[config.mk]
export PLATFORM = sky130hd
export DESIGN_NAME = alu8_core
export DESIGN_NICKNAME = d
export VERILOG_FILES = /design/src/rtl/alu8_pkg.sv /design/src/rtl/alu8_addsub.sv /design/src/rtl/alu8_logic.sv /design/src/rtl/alu8_shift.sv /design/src/rtl/alu8_core.sv
export SDC_FILE = /design/constraint.sdc
export NUM_CORES = 1
export LEC_CHECK = 0
export BUFFER_PORTS_ARGS = -buffer_cell sky130_fd_sc_hd__buf_2
export CAP_MARGIN = 20
export CORE_UTILIZATION = 25
export DETAILED_ROUTE_END_ITERATION = 16
export GPL_TIMING_DRIVEN = 1
export PLACE_DENSITY = 0.41
export SETUP_SLACK_MARGIN = 0.15
export SYNTH_ARGS = -nofsm -noshare
export SYNTH_HDL_FRONTEND = slang
export SYNTH_SLANG_ARGS = --single-unit
[constraint.sdc]
create_clock -name vclk -period 2.9
set_input_delay 0 -clock vclk [all_inputs]
set_output_delay 0 -clock vclk [all_outputs]
set_load 0.005 [all_outputs]
[src/rtl/alu8_pkg.sv]
package alu8_pkg;

    typedef enum logic [3:0] {
        OP_ADD = 4'h0,
        OP_SUB = 4'h1,
        OP_AND = 4'h2,
        OP_OR  = 4'h3,
        OP_XOR = 4'h4,
        OP_SHL = 4'h5,
        OP_SHR = 4'h6,
        OP_CMP = 4'hD
    } alu_op_e;

    typedef enum logic [1:0] {
        LG_AND = 2'd0,
        LG_OR  = 2'd1,
        LG_XOR = 2'd2
    } logic_sel_e;

    typedef struct packed {
        logic z;
        logic c;
        logic n;
    } flags_t;

    // The operation writes its result to a register.
    function automatic logic op_writes(input logic [3:0] op);
        return (op <= 4'h6);
    endfunction

    // The operation produces new flag values.
    function automatic logic op_sets_flags(input logic [3:0] op);
        return (op <= 4'h6) || (op == OP_CMP);
    endfunction

endpackage

[src/rtl/alu8_addsub.sv]
module alu8_addsub #(
    parameter int unsigned W = 8
) (
    input  logic [W-1:0] a_i,
    input  logic [W-1:0] b_i,
    input  logic         sub_i,
    output logic [W-1:0] sum_o,
    output logic         carry_o
);
    localparam int unsigned EW = W + 1;

    logic [EW-1:0] a_ext;
    logic [EW-1:0] b_ext;
    logic [EW-1:0] total;

    assign a_ext = {1'b0, a_i};
    assign b_ext = {1'b0, b_i};

    // One adder serves both directions. In subtraction, bit W of the
    // extended difference is 1 exactly when b exceeds a, which is the borrow.
    always_comb begin
        if (sub_i) total = a_ext - b_ext;
        else       total = a_ext + b_ext;
    end

    assign sum_o   = total[W-1:0];
    assign carry_o = total[W];
endmodule

[src/rtl/alu8_logic.sv]
module alu8_logic
    import alu8_pkg::*;
#(
    parameter int unsigned W = 8
) (
    input  logic [W-1:0] a_i,
    input  logic [W-1:0] b_i,
    input  logic_sel_e   sel_i,
    output logic [W-1:0] y_o
);
    for (genvar g = 0; g < W; g++) begin : g_bit
        always_comb begin
            unique case (sel_i)
                LG_AND:  y_o[g] = a_i[g] & b_i[g];
                LG_OR:   y_o[g] = a_i[g] | b_i[g];
                LG_XOR:  y_o[g] = a_i[g] ^ b_i[g];
                default: y_o[g] = 1'b0;
            endcase
        end
    end
endmodule

[src/rtl/alu8_shift.sv]
module alu8_shift #(
    parameter int unsigned W = 8
) (
    input  logic [W-1:0] a_i,
    input  logic         right_i,
    output logic [W-1:0] y_o,
    output logic         out_bit_o
);
    always_comb begin
        if (right_i) begin
            y_o       = {1'b0, a_i[W-1:1]};
            out_bit_o = a_i[0];
        end else begin
            y_o       = {a_i[W-2:0], 1'b0};
            out_bit_o = a_i[W-1];
        end
    end
endmodule

[src/rtl/alu8_core.sv]
module alu8_core
    import alu8_pkg::*;
#(
    parameter int unsigned W   = 8,
    parameter int unsigned OPW = 4
) (
    input  logic [OPW-1:0] op_i,
    input  logic [W-1:0]   opa_i,
    input  logic [W-1:0]   opb_i,
    input  logic           z_i,
    input  logic           c_i,
    input  logic           n_i,
    output logic [W-1:0]   result_o,
    output logic           wr_en_o,
    output logic           flag_we_o,
    output logic           z_o,
    output logic           c_o,
    output logic           n_o
);
    localparam int unsigned MSB = W - 1;

    logic [3:0]   op4;
    logic         is_sub;
    logic         is_right;
    logic_sel_e   lsel;
    logic [W-1:0] arith_y;
    logic         arith_c;
    logic [W-1:0] logic_y;
    logic [W-1:0] shift_y;
    logic         shift_c;
    logic [W-1:0] res;
    logic         res_c;
    flags_t       cur;
    flags_t       nxt;

    assign op4      = 4'(op_i);
    assign is_sub   = (op4 == OP_SUB) || (op4 == OP_CMP);
    assign is_right = (op4 == OP_SHR);
    assign cur      = '{z: z_i, c: c_i, n: n_i};

    always_comb begin
        unique case (op4)
            OP_OR:   lsel = LG_OR;
            OP_XOR:  lsel = LG_XOR;
            default: lsel = LG_AND;
        endcase
    end

    alu8_addsub #(.W(W)) u_addsub (
        .a_i     (opa_i),
        .b_i     (opb_i),
        .sub_i   (is_sub),
        .sum_o   (arith_y),
        .carry_o (arith_c)
    );

    alu8_logic #(.W(W)) u_logic (
        .a_i   (opa_i),
        .b_i   (opb_i),
        .sel_i (lsel),
        .y_o   (logic_y)
    );

    alu8_shift #(.W(W)) u_shift (
        .a_i       (opa_i),
        .right_i   (is_right),
        .y_o       (shift_y),
        .out_bit_o (shift_c)
    );

    always_comb begin
        case (op4)
            OP_ADD, OP_SUB, OP_CMP: begin
                res   = arith_y;
                res_c = arith_c;
            end
            OP_AND, OP_OR, OP_XOR: begin
                res   = logic_y;
                res_c = 1'b0;
            end
            OP_SHL, OP_SHR: begin
                res   = shift_y;
                res_c = shift_c;
            end
            default: begin
                res   = '0;
                res_c = 1'b0;
            end
        endcase
    end

    always_comb begin
        if (op_sets_flags(op4)) begin
            nxt.z = (res == '0);
            nxt.c = res_c;
            nxt.n = res[MSB];
        end else begin
            nxt = cur;
        end
    end

    assign result_o  = res;
    assign wr_en_o   = op_writes(op4);
    assign flag_we_o = op_sets_flags(op4);
    assign z_o       = nxt.z;
    assign c_o       = nxt.c;
    assign n_o       = nxt.n;
endmodule

==> results_dict.tcl <==
set metrics [dict create \
    grt-ovfl-total 0 \
    vias 1521 \
    path_class "in2out" \
    setup_violations 0 \
    finalMaxSlewViolations 0 \
    power_density_mw_per_mm2 189 \
    cp-start-kind "primary input" \
    fmax_mhz 382 \
    num_rows 26 \
    crit_path_max_fanout 5 \
    first_global_vias 1431 \
    area_delta_synth_final_pct 26.5 \
    power.leakage_nw 0.832 \
    antenna_cells 0 \
    synthCells 193 \
    firstDrtPassIters 4 \
    rsz0062_at_grt "false" \
    fin_setup_tns_ns 0 \
    max-slew-margin-rel_pct 29.5 \
    track_usage_pct 16.4 \
    post-route-min-period_ns 2.62 \
    antenna_found_initial 0 \
    finalHoldViolCount 0 \
    vdd_ir_drop_max_mv 0.0547 \
    wire_per_inst_um 14.9 \
    layout_commonest_cell "buf_2" \
    hpwlAfterDp_mm 3.71 \
    synth_cell_types 44 \
    fp.coreArea_mm2 0.00507 \
    hold_path_end "n_o" \
    design.seq.count 0 \
    arrival_ns 2.62 \
    syn_avg_cell_area_um2 6.80 \
    drive_gt1_share_pct 25.5 \
    most-common-layout-cells "buf_2 (35), ha_1 (24), inv_1 (20), nand2_1 (18)" \
    dieHeight_um 74.5 \
    fin_crit_sh_pct 90.3 \
    io_buffers 36 \
    regArea_um2 0 \
    io-pin-count 36 \
    die_area_mm2 0.00554 \
    synth-seq-area-share_pct 0 \
    crit_required_ns 2.90 \
    gp_congestion 0.959 \
    vias_per_cell 5.05 \
    fin_area_mm2 0.00166 \
    cap_viol_max_count 0 \
    min_path_type "in2out" \
    status "complete, no violations" \
    initial_core_util_pct 25.9 \
    syn_area_mm2 0.00131 \
    crit_path_end_kind "primary output" \
    post_dp_cell_area_mm2 0.00158 \
    fin_nets 282 \
    antenna_left 0 \
    min_from "n_i" \
    grt_max_degree 31 \
    syn_nets 242 \
    wl_mm 4.49 \
    worst_pin_slew_ns 1.05 \
    multiInputGateArea_mm2 0.00123 \
    die_w_um 74.5 \
    cts-hold-fix-buffers 0 \
    fill_cells 604 \
    nClkBuffers 0 \
    drt_iter0_drc 56 \
    grt_first_pass_wirelength_mm 7.00 \
    yosys_warnings 0 \
    whs_path_depth 3 \
    post-route-drc-count 0 \
]
## cell families after synthesis
logic type	share of synthesized area, %
simple gates	24.5
compound gates	31.0
buf+inv	9.91
fa+ha+maj	25.4
xor+xnor	5.34
mux	3.91
## layer usage
layer / GRT usage [%] / vias to the layer above / share of wire, %
li1: - / 772 / -
met1: 21.9 / 705 / 48
met2: 28.8 / 36 / 47
met3: 0.407 / 8 / 3.3
met4: 4.61 / 0 / 2.6
met5: 0 / - / 0
## layout make-up
class | instances | share of cell area (%)
repair buffers | 46 | 15.5
well taps | 70 | 5.28
multi-input cells | 163 | 74.2
inverters | 22 | 4.97
## synth_stat cells, types with 2 or more instances
cell	instances	area, um^2
or4_1	2	15.0
o21a_1	2	15.0
nor2_1	12	45.0
nor3b_1	2	15.0
inv_1	22	82.6
o21ai_0	12	60.1
o211ai_1	3	22.5
nor3_1	2	10.0
or3_1	3	18.8
ha_1	25	313
a211oi_1	3	22.5
a21o_1	5	37.5
o22ai_1	3	18.8
nand3_1	7	35.0
a31oi_1	5	31.3
buf_2	5	25.0
mux2i_1	4	40.0
a21oi_1	12	60.1
nor2b_1	5	31.3
a22oi_1	5	37.5
nand2_1	18	67.6
xor2_1	2	17.5
o31ai_1	3	22.5
xnor2_1	6	52.6
nand2b_1	6	37.5
## worst max-delay path: stages
cell and delay, ns:
clkbuf_4 0.15, nand2b_4 0.16, nand3_4 0.10, nor2_1 0.11
a21o_1 0.15, inv_1 0.06, ha_1 0.26, nor2b_1 0.17
o31a_1 0.22, a211oi_1 0.07, a211o_1 0.29, or4_1 0.52
o41ai_2 0.20, buf_2 0.16
## timing repair
action,in CTS,in global routing
resized for setup,1,12
setup buffers,0,4
pin swaps,0,4
endpoints found under the setup margin,1,1
## through the flow
stage               setup slack, ns  util (%)  power [mW]  instances  hold WS (ns)
finish                        0.280      32.7       0.314        301         0.265
global route                  0.118      32.7       0.354        301         0.288
CTS                           0.191      31.2       0.297        297         0.265
detailed placement            0.144      31.1       0.295        297         0.265
global placement              0.246      31.1       0.298        297         0.259
floorplan                     0.324         -       0.197        193        0.0868
## worst max-delay path by stage
| stage | slack [ns] | startpoint | cells after the start | end |
|---|---|---|---|---|
| after global placement | 0.25 | opb_i[0] | 13 | z_o |
| final | 0.28 | op_i[3] | 14 | z_o |
| after CTS | 0.19 | op_i[3] | 14 | z_o |
| after floorplan | 0.32 | op_i[2] | 14 | z_o |
| after global routing | 0.12 | op_i[3] | 14 | z_o |
| after detailed placement | 0.14 | op_i[3] | 14 | z_o |
## report_power, final
part / internal, mW / switching, mW
combinational: 0.143 / 0.172
clock: 0 / 0
sequential: 0 / 0
Power figures use the tool's default switching activity.
